===== src/rtl/qspi_pkg.sv =====
package qspi_pkg;
  localparam int WORD_W   = 8;
  localparam int CS_LINES = 4;
  localparam int CS_W     = $clog2(CS_LINES);
  localparam int CNT_W    = 4;
  localparam int DEPTH    = 1 << CNT_W;
  localparam int TGT_W    = CNT_W + 1;
  localparam int ENTRY_W  = CS_W + WORD_W;

  typedef logic [WORD_W-1:0] word_t;

  typedef struct packed {
    logic [CS_W-1:0] sel;
    word_t           data;
  } entry_t;

  typedef enum logic [2:0] {
    ENG_IDLE,
    ENG_WAIT,
    ENG_GAP,
    ENG_HIGH,
    ENG_LOW
  } eng_state_t;

  // batch length: a zero field selects the full queue depth
  function automatic logic [TGT_W-1:0] batch_target(input logic [CNT_W-1:0] cnt);
    return (cnt == '0) ? TGT_W'(DEPTH) : {1'b0, cnt};
  endfunction

  // select code to active-low line vector
  function automatic logic [CS_LINES-1:0] sel_to_csn(input logic [CS_W-1:0] sel);
    return ~(CS_LINES'(1) << sel);
  endfunction
endpackage


===== src/rtl/qspi_fifo.sv =====
module qspi_fifo #(
  parameter int W     = 8,
  parameter int DEPTH = 16
) (
  input  logic         clk,
  input  logic         rst_n,
  input  logic         clr,
  input  logic         push,
  input  logic [W-1:0] wdata,
  input  logic         pop,
  output logic [W-1:0] rdata,
  output logic         empty,
  output logic         full
);
  localparam int AW = $clog2(DEPTH);

  logic [W-1:0] mem [DEPTH];
  logic [AW:0]  wr_ptr;
  logic [AW:0]  rd_ptr;

  always_ff @(posedge clk or negedge rst_n) begin
    if (!rst_n) begin
      wr_ptr <= '0;
      rd_ptr <= '0;
    end else if (clr) begin
      wr_ptr <= '0;
      rd_ptr <= '0;
    end else begin
      if (push) wr_ptr <= wr_ptr + (AW+1)'(1);
      if (pop)  rd_ptr <= rd_ptr + (AW+1)'(1);
    end
  end

  always_ff @(posedge clk) begin
    if (push && !clr) mem[wr_ptr[AW-1:0]] <= wdata;
  end

  assign rdata = mem[rd_ptr[AW-1:0]];
  assign empty = (wr_ptr == rd_ptr);
  assign full  = (wr_ptr[AW-1:0] == rd_ptr[AW-1:0]) && (wr_ptr[AW] != rd_ptr[AW]);
endmodule


===== src/rtl/qspi_engine.sv =====
module qspi_engine
  import qspi_pkg::*;
#(
  parameter int HALF = 2
) (
  input  logic                clk,
  input  logic                rst_n,
  input  logic                en,
  input  logic                clr,
  input  logic                rx_only,
  input  logic [TGT_W-1:0]    tgt,
  input  logic                ent_valid,
  input  entry_t              ent,
  input  logic                si,
  output logic                ent_pop,
  output logic                word_end,
  output logic                busy,
  output logic                done_irq,
  output logic                sck,
  output logic                so,
  output logic [CS_LINES-1:0] cs_n,
  output word_t               rx_word
);
  localparam int TW  = $clog2(HALF + 1);
  localparam int BW  = $clog2(WORD_W);
  localparam int MSB = WORD_W - 1;

  eng_state_t       state;
  logic [TW-1:0]    tmr;
  logic [BW-1:0]    bit_idx;
  logic [TGT_W-1:0] done_cnt;
  word_t            sh;
  logic             half_up;
  logic             last_bit;
  logic             more_left;

  assign half_up   = (tmr == TW'(HALF - 1));
  assign last_bit  = (bit_idx == BW'(MSB));
  assign more_left = (done_cnt + TGT_W'(1)) < tgt;
  assign busy      = (state == ENG_GAP) || (state == ENG_HIGH) || (state == ENG_LOW);

  always_comb begin
    word_end = en && !clr && (state == ENG_LOW) && half_up && last_bit;
    ent_pop  = 1'b0;
    if (en && !clr) begin
      if (state == ENG_IDLE)      ent_pop = ent_valid && (done_cnt < tgt);
      else if (state == ENG_WAIT) ent_pop = ent_valid;
      else if (word_end)          ent_pop = ent_valid && more_left;
    end
  end

  always_ff @(posedge clk or negedge rst_n) begin
    if (!rst_n) begin
      state    <= ENG_IDLE;
      tmr      <= '0;
      bit_idx  <= '0;
      done_cnt <= '0;
      done_irq <= 1'b0;
      sck      <= 1'b0;
      so       <= 1'b0;
      cs_n     <= '1;
      sh       <= '0;
      rx_word  <= '0;
    end else if (clr) begin
      state    <= ENG_IDLE;
      tmr      <= '0;
      bit_idx  <= '0;
      done_cnt <= '0;
      done_irq <= 1'b0;
      sck      <= 1'b0;
      cs_n     <= '1;
    end else begin
      done_irq <= word_end && !more_left;
      if (en) begin
        case (state)
          ENG_IDLE, ENG_WAIT: begin
            if (ent_pop) begin
              sh      <= ent.data;
              cs_n    <= sel_to_csn(ent.sel);
              bit_idx <= '0;
              tmr     <= '0;
              state   <= ENG_GAP;
            end
          end
          ENG_GAP: begin
            if (half_up) begin
              sck   <= 1'b1;
              if (!rx_only) so <= sh[MSB];
              tmr   <= '0;
              state <= ENG_HIGH;
            end else begin
              tmr <= tmr + TW'(1);
            end
          end
          ENG_HIGH: begin
            if (half_up) begin
              sck     <= 1'b0;
              rx_word <= {rx_word[MSB-1:0], si};
              sh      <= sh << 1;
              tmr     <= '0;
              state   <= ENG_LOW;
            end else begin
              tmr <= tmr + TW'(1);
            end
          end
          ENG_LOW: begin
            if (half_up) begin
              tmr <= '0;
              if (last_bit) begin
                done_cnt <= done_cnt + TGT_W'(1);
                if (!more_left) begin
                  cs_n  <= '1;
                  state <= ENG_IDLE;
                end else if (ent_pop) begin
                  sh      <= ent.data;
                  cs_n    <= sel_to_csn(ent.sel);
                  bit_idx <= '0;
                  state   <= ENG_GAP;
                end else begin
                  state <= ENG_WAIT;
                end
              end else begin
                bit_idx <= bit_idx + BW'(1);
                sck     <= 1'b1;
                if (!rx_only) so <= sh[MSB];
                state   <= ENG_HIGH;
              end
            end else begin
              tmr <= tmr + TW'(1);
            end
          end
          default: state <= ENG_IDLE;
        endcase
      end
    end
  end
endmodule


===== src/rtl/qspi_cs_queue.sv =====
module qspi_cs_queue
  import qspi_pkg::*;
#(
  parameter int HALF = 2
) (
  input  logic                clk,
  input  logic                rst_n,
  input  logic                en,
  input  logic                rx_en,
  input  logic                rx_only,
  input  logic                cnt_we,
  input  logic [CNT_W-1:0]    cnt_val,
  input  logic                ptr_clr,
  input  logic                sel_we,
  input  logic [CS_W-1:0]     sel_val,
  input  logic                dat_we,
  input  logic [WORD_W-1:0]   dat_val,
  output logic                full,
  input  logic                rx_re,
  output logic [WORD_W-1:0]   rx_data,
  output logic                rx_avail,
  output logic                done_irq,
  output logic                sck,
  output logic                so,
  output logic [CS_LINES-1:0] cs_n,
  input  logic                si
);
  logic [CNT_W-1:0]   cnt_reg;
  logic [CS_W-1:0]    sel_stage;
  logic [ENTRY_W-1:0] tx_rdata;
  entry_t             tx_head;
  entry_t             tx_new;
  logic               tx_empty;
  logic               tx_full;
  logic               tx_push;
  logic               rx_empty;
  logic               rx_full;
  logic               rx_push;
  logic               rx_pop;
  word_t              rx_word;
  // named internal events used by the checker
  logic               eng_pop;
  logic               eng_word_end;
  logic               eng_busy;

  always_ff @(posedge clk or negedge rst_n) begin
    if (!rst_n) begin
      cnt_reg   <= '0;
      sel_stage <= '0;
    end else begin
      if (cnt_we) cnt_reg   <= cnt_val;
      if (sel_we) sel_stage <= sel_val;
    end
  end

  assign tx_new  = '{sel: sel_stage, data: dat_val};
  assign tx_push = dat_we && !tx_full;
  assign tx_head = tx_rdata;

  qspi_fifo #(.W(ENTRY_W), .DEPTH(DEPTH)) u_txq (
    .clk(clk), .rst_n(rst_n), .clr(ptr_clr),
    .push(tx_push), .wdata(tx_new),
    .pop(eng_pop), .rdata(tx_rdata),
    .empty(tx_empty), .full(tx_full)
  );

  qspi_engine #(.HALF(HALF)) u_eng (
    .clk(clk), .rst_n(rst_n), .en(en), .clr(ptr_clr), .rx_only(rx_only),
    .tgt(batch_target(cnt_reg)), .ent_valid(!tx_empty), .ent(tx_head), .si(si),
    .ent_pop(eng_pop), .word_end(eng_word_end), .busy(eng_busy),
    .done_irq(done_irq), .sck(sck), .so(so), .cs_n(cs_n), .rx_word(rx_word)
  );

  assign rx_push = eng_word_end && rx_en && !rx_full;
  assign rx_pop  = rx_re && !rx_empty;

  qspi_fifo #(.W(WORD_W), .DEPTH(DEPTH)) u_rxq (
    .clk(clk), .rst_n(rst_n), .clr(ptr_clr),
    .push(rx_push), .wdata(rx_word),
    .pop(rx_pop), .rdata(rx_data),
    .empty(rx_empty), .full(rx_full)
  );

  assign full     = tx_full;
  assign rx_avail = !rx_empty;
endmodule


===== config.mk =====
export PLATFORM = sky130hd
export DESIGN_NAME = qspi_cs_queue
export DESIGN_NICKNAME = d
export VERILOG_FILES = /design/src/rtl/qspi_pkg.sv /design/src/rtl/qspi_fifo.sv /design/src/rtl/qspi_engine.sv /design/src/rtl/qspi_cs_queue.sv
export SDC_FILE = /design/constraint.sdc
export NUM_CORES = 1
export LEC_CHECK = 0
export BUFFER_PORTS_ARGS = -buffer_cell sky130_fd_sc_hd__buf_4
export CORE_ASPECT_RATIO = 0.8
export CORE_MARGIN = 8
export CORE_UTILIZATION = 40
export CTS_BUF_LIST = sky130_fd_sc_hd__clkbuf_8
export DETAILED_ROUTE_END_ITERATION = 7
export PLACE_DENSITY_LB_ADDON = 0.08
export RECOVER_POWER = 25
export SETUP_SLACK_MARGIN = 0.02
export SYNTH_ARGS = -nofsm -noshare
export SYNTH_HDL_FRONTEND = slang
export SYNTH_SLANG_ARGS = --single-unit

===== constraint.sdc =====
create_clock -name clk -period 3.8 [get_ports clk]
set_input_delay 0.95 -clock clk [delete_from_list [all_inputs] [get_ports clk]]
set_output_delay 0.95 -clock clk [all_outputs]
set_load 0.01 [all_outputs]

==> metrics, run 1 <==
status finished with violations; failing checks capacitance limit, slew limit; max reg flops 160; critical path startpoint u_rxq.rd_ptr[1]$_DFFE_PN0P_; Total GRT Usage 15.6%; core area 35,800 um2; startpoint types register; Die Span X 229 um; synthesized area per cell 18.1 um2; RSZ-0062 raised after global routing no; Synth Instances 805; sequential fraction of the synthesis area 70.1%; fin. max-slew vios 63; first-pass detailed-route iteration total 5; top cells by count, synth edfxtp_1 (288), mux4_2 (77), dfrtp_1 (58), nor2_1 (51), nand2_1 (34); pwr dens 475 nW/um2; library cells used by synthesis 61; initial core utilization 40.6%; antenna cells 0; peak supply drop 262 uV; synthesis-to-finish area growth 14.0%; dominant cells by area after synthesis edfxtp_1 (59%), mux4_2 (12%), dfrtp_1 (10%); GRT met1 Usage 23.1%; worst path bufs/invs 2; Synth async-reset ratio 17.7%; final critical-path share of the clock period 95.6%; row count 62; initial antenna violation count 0; full die area 42,800 um2; Vias 7,738; Final WS setup 0.166 ns; vias in the first global route 8,233; cell family with the largest share of critical-path delay multiplexers; HP Class reg -> reg; clock slew at reported path FFs 0.06 ns; layout cells sized above 1 27.9%; Final Setup Violations 0; RePlAce Congestion 0.797; HPWL Detailed 21.1 mm; CTS root buf clkbuf_8; Crit path required time 2.85 ns; Worst Skew 0.0325 ns; CTS Buffer Depth 3; Hold Crit Start u_eng.cs_n[2]$_DFFE_PN1P_; CP max stage delay 0.76 ns; Fill cells 3,086; ANT nets after route 0; transition time of the tightest slew-check pin 1.67 ns; largest net degree at the start of global routing 63; Post-synth EDFFs 288; synthesized area 14,500 um2; CTS sink cnt 350; # IOs 42; Hold-fix buffers, CTS 0; Die H 187 um; I/O Buffers 41; sum of negative setup slack 0 ns; Critical Path, Cell by Cell buf_12 > mux4_2 > mux4_2 > buf_4; Crit. End Element output pin; area share of the largest cell type after synthesis 59.4%; CP most frequent cell mux4_2; vias per inst 5.44; Final Hold Fails 0; largest area contributor in the synthesized netlist edfxtp_1; flops & latches, synth 350; cts bufs inserted 54; crit path kind reg -> out; CP max-delay cell dfrtp_1; first-pass GRT wire length 51.3 mm; Max Cap Viol 1; pre-CTS setup slack 0.517 ns; Final min period 3.63 ns; CP max FO 24; final wirelength 33.2 mm; residual DRC count 0; Post-synth top flop edfxtp_1; Mapped Nets 851; Reg-to-Reg Start cnt_reg[0]$_DFFE_PN0P_; grt met3 use 3.06%; Clock Latency Late Sink 0.62 ns; most frequent cell after synthesis edfxtp_1; routing usage on met2 23.1%; 1st-iter DRT viols 586; Arrival @ worst endpoint 2.68 ns; mean routed wirelength per cell 23.3 um; gr ovfl total 0; Yosys Warn Count 0; LEAKAGE 5.79 nW; GRT Max-Usage Layer met2; CTS tree built; fmax 275 MHz; H-tree depth 2; nets 944; Slew headroom -11.4%
-- worst register-to-register path, stage by stage, from the launching register on --
cell,delay (ns)
dfrtp_1,0.41
or4_1,0.57
ha_1,0.33
a21o_1,0.11
a31oi_1,0.07
o31ai_2,0.96
nor2_1,0.24
o221a_2,0.31
-- cells in the final DEF, fill, tap and decap left out, types with 8 or more instances in the layout --
| cell type | count |
|---|---|
| o21ai_0 | 15 |
| clkbuf_1 | 9 |
| mux4_2 | 77 |
| nor2_1 | 51 |
| edfxtp_1 | 288 |
| inv_1 | 41 |
| nor2b_1 | 9 |
| mux2_2 | 27 |
| buf_4 | 62 |
| clkinv_1 | 10 |
| clkbuf_8 | 58 |
| clkinv_2 | 8 |
| ha_1 | 21 |
| and2_1 | 9 |
| nand2_1 | 34 |
| dfrtp_1 | 55 |
| xor2_1 | 18 |
| nand3_1 | 8 |
| a21oi_1 | 13 |
-- cell families (layout without fill, tap and decap cells) --
kind of cell,after synthesis,count (layout),synth area share [%]
buf+inv,61,198,1.88
compound gates,78,78,3.91
flops,350,350,70.1
fa+ha+maj,21,21,1.81
simple gates,156,156,5.38
xor+xnor,25,25,1.51
mux,114,114,15.4
-- area by class of cell --
class                   count  area, um2  area share (%)
well taps                 480        601            3.62
inverters                  23       86.3           0.520
multi-input cells         394       4090            24.7
repair buffers             75        556            3.35
flip-flops and latches    350      10200            61.5
clock buffers              58        798            4.81
clock inverters            42        244            1.47
-- power breakdown --
part	switching (mW)	internal, mW	total, mW
Combinational	0.285	0.264	0.550
Clock	1.48	1.56	3.03
Sequential	0.0675	4.22	4.29
Total	1.83	6.04	7.87
-- routing by layer --
metal	part of all wire (%)	wire length, um	vias up
met5	0	0	-
met4	2.0	659	0
met3	5.4	1800	61
met2	44	14800	223
met1	48	16000	4052
li1	-	-	3402
-- worst paths after layout --
path,end,slack (ns),cells past startpoint
min reg2reg,u_eng.cs_n[2]$_DFFE_PN1P_,0.49,2
min in group asynchronous,u_eng.so$_DFFE_PN0P_,0.74,1
max reg2reg,u_eng.state[1]$_DFFE_PN0P_,0.69,7
max,rx_data[7],0.17,4
max in group asynchronous,u_rxq.rd_ptr[0]$_DFFE_PN0P_,1.90,1
min,u_eng.cs_n[2]$_DFFE_PN1P_,0.49,2
-- per-stage QoR --
stage	cells	util, %	hold slack [ns]	power (mW)	cell area (um2)
floorplan	805	-	0.474	4.74	14500
global placement	1322	43.5	0.476	4.91	15600
detailed placement	1322	43.5	0.482	4.93	15600
CTS	1422	46.4	0.434	7.99	16600
global route	1422	46.3	0.518	8.21	16600
finish	1422	46.3	0.490	7.87	16600
-- what timing repair did --
action,in CTS,in global routing
setup endpoints to repair,0,8
gates resized for setup,0,1
setup buffers,0,0
No activity file was read; power rests on OpenSTA's default activity.
==> run 2, diff against run 1 <==
--- a/constraint.sdc
+++ b/constraint.sdc
@@ -3,2 +3,2 @@
 set_output_delay 0.95 -clock clk [all_outputs]
-set_load 0.01 [all_outputs]
+set_load 0.005 [all_outputs]
==> run 2 against run 1 <==
Compared with the run above:
- the run still ends with capacitance limit, slew limit left
- register-to-register slack better by 0.05 ns
- largest cell class unchanged
- hold slack better by 0.012 ns
- maximum frequency is 0.16% lower
==> metrics, run 2 (synthesis gave the netlist of run 1 again) <==
Final min period 3.64 ns (+0.00599 ns); initial core utilization 40.6% (unchanged); ANT nets after route 0 (unchanged); CTS root buf clkbuf_8; gr ovfl total 0 (unchanged); Reg2Reg Depth 7 (unchanged); Total GRT Usage 15.2% (-0.33 points); Max Cap Viol 1 (unchanged); Clock Latency Late Sink 0.61 ns (about the same); Vias 7,698 (-0.52%); peak supply drop 257 uV (-1.9%); status finished with violations; cts bufs inserted 57 (+5.6%); fin. max-slew vios 63 (unchanged); startpoint types register; H-tree depth 2 (unchanged); layout cells sized above 1 27.8% (-0.15 points); first-pass GRT wire length 50.4 mm (-1.7%); # IOs 42 (unchanged); largest net degree at the start of global routing 63 (unchanged); initial antenna violation count 0 (unchanged); Crit. End Element output pin; Final Hold Fails 0 (unchanged); reg2reg end u_eng.state[1]$_DFFE_PN0P_; final critical-path share of the clock period 95.8% (+0.16 points); CTS sink cnt 350 (unchanged); final wirelength 32.7 mm (-1.6%); crit path kind reg -> out; post-CTS setup buffer count 0 (unchanged); row count 62 (unchanged); RSZ-0062 raised after global routing no; sum of negative setup slack 0 ns (unchanged); synthesis-to-finish area growth 14.0% (about the same); failing checks capacitance limit, slew limit; clock slew at reported path FFs 0.06 ns (about the same); residual DRC count 0 (unchanged); mean routed wirelength per cell 22.9 um (-2.0%); vias in the first global route 8,160 (-0.89%); LEAKAGE 5.82 nW (+0.52%); hold depth 2 (unchanged); fmax 275 MHz (-0.16%); Final Core Density 46.3% (about the same); nets 947 (+0.32%); Hold EP u_eng.cs_n[0]$_DFFE_PN1P_; antenna cells 0 (unchanged); Power, Total 7.80 mW (-0.87%); Hold Crit Start u_eng.cs_n[0]$_DFFE_PN1P_; Arrival @ worst endpoint 2.69 ns (about the same); placed cell areas 15,600 um2 (unchanged); commonest non-fill, non-tap cell in the layout edfxtp_1; Final Setup Violations 0 (unchanged); worst-case hold slack 0.502 ns (+0.0116 ns); max reg flops 160 (unchanged); Slew headroom -13.7% (-2.4 points); Fill cells 3,083 (-0.097%); Hold-fix buffers, CTS 0 (unchanged); pwr dens 470 nW/um2 (-0.88%); I/O Buffers 41 (unchanged); Reg2Reg Setup Slack 0.74 ns (+0.05 ns); vias per inst 5.39 (-0.87%); full die area 42,800 um2 (unchanged); 1st-iter DRT viols 651 (+11%); first-pass detailed-route iteration total 5 (unchanged); CTS Buffer Depth 3 (unchanged); HP Class reg -> reg; CTS tree built; Worst Skew 0.0292 ns (-0.00330 ns); Crit path required time 2.85 ns (about the same); RePlAce Congestion 0.796 (about the same); Die Span X 229 um (unchanged); core area 35,800 um2 (unchanged); Die H 187 um (unchanged); CP max FO 24 (unchanged); post-route cell area 16,600 um2 (about the same); Reg-to-Reg Start cnt_reg[0]$_DFFE_PN0P_; HPWL Detailed 21.1 mm (about the same); most frequent cells in the layout edfxtp_1 (288), mux4_2 (77), clkbuf_8 (62), buf_4 (62), dfrtp_1 (55); transition time of the tightest slew-check pin 1.71 ns (+0.0358 ns)
-- run 2: cell count changes in the layout (fill, tap and decap cells not counted), moves of 2 or more --
cell and change:
bufinv_16 -2, clkinv_1 -2, clkbuf_8 +4, inv_1 +7
-- run 2: repair_timing --
action	4_1_cts	5_1_grt
setup endpoints to repair	0	5
endpoints found under the hold margin	0	0
resized for setup	0	1
-- run 2: cell type report --
cell class              instances  area (um2)  area share, %
clock buffers                  62         853           5.14
clock inverters                43         190           1.15
inverters                      23        86.3          0.520
multi-input cells             394        4090           24.7
flip-flops and latches        350       10200           61.5
well taps                     480         601           3.62
repair buffers                 75         556           3.35
-- run 2: report_power, final --
group / leakage [nW] / switching [mW] / total (mW) / internal, mW
logic: 1.73 / 0.284 / 0.548 / 0.264
clock network: 0.635 / 1.46 / 2.97 / 1.51
registers: 3.45 / 0.0652 / 4.29 / 4.22
total: 5.82 / 1.81 / 7.80 / 5.99
-- run 2: through the flow --
step | worst slack, ns | instances
final | 0.160 | 1427
after global routing | 0.0714 | 1427
after CTS | 0.0380 | 1427
after detailed placement | 0.477 | 1322
after global placement | 0.628 | 1322
after floorplan | 0.758 | 805
-- run 2: worst max-delay path, cell delays in order (launching register included) --
cell and delay, ns:
dfrtp_1 0.76, buf_12 0.27, mux4_2 0.37, mux4_2 0.51, buf_4 0.16
-- run 2: worst max-delay path by stage --
| stage | start | endpoint | slack, ns | depth (start not counted) |
|---|---|---|---|---|
| after floorplan | ptr_clr | u_txq.mem[12][0]$_DFFE_PP_ | 0.76 | 4 |
| after global placement | en | u_rxq.mem[10][0]$_DFFE_PP_ | 0.63 | 6 |
| after detailed placement | en | u_rxq.mem[11][4]$_DFFE_PP_ | 0.48 | 6 |
| after CTS | u_rxq.rd_ptr[0]$_DFFE_PN0P_ | rx_data[2] | 0.04 | 4 |
| after global routing | u_rxq.rd_ptr[1]$_DFFE_PN0P_ | rx_data[2] | 0.07 | 4 |
| final | u_rxq.rd_ptr[1]$_DFFE_PN0P_ | rx_data[2] | 0.16 | 4 |
-- run 2: layer usage --
metal	track usage [%]	up-vias	wire length [um]	share of wire [%]
met5	0	-	0	0
met3	3.37	44	1870	5.7
met2	22.3	229	14500	44
met4	4.16	0	561	1.7
li1	-	3411	-	-
met1	22.6	4014	15700	48
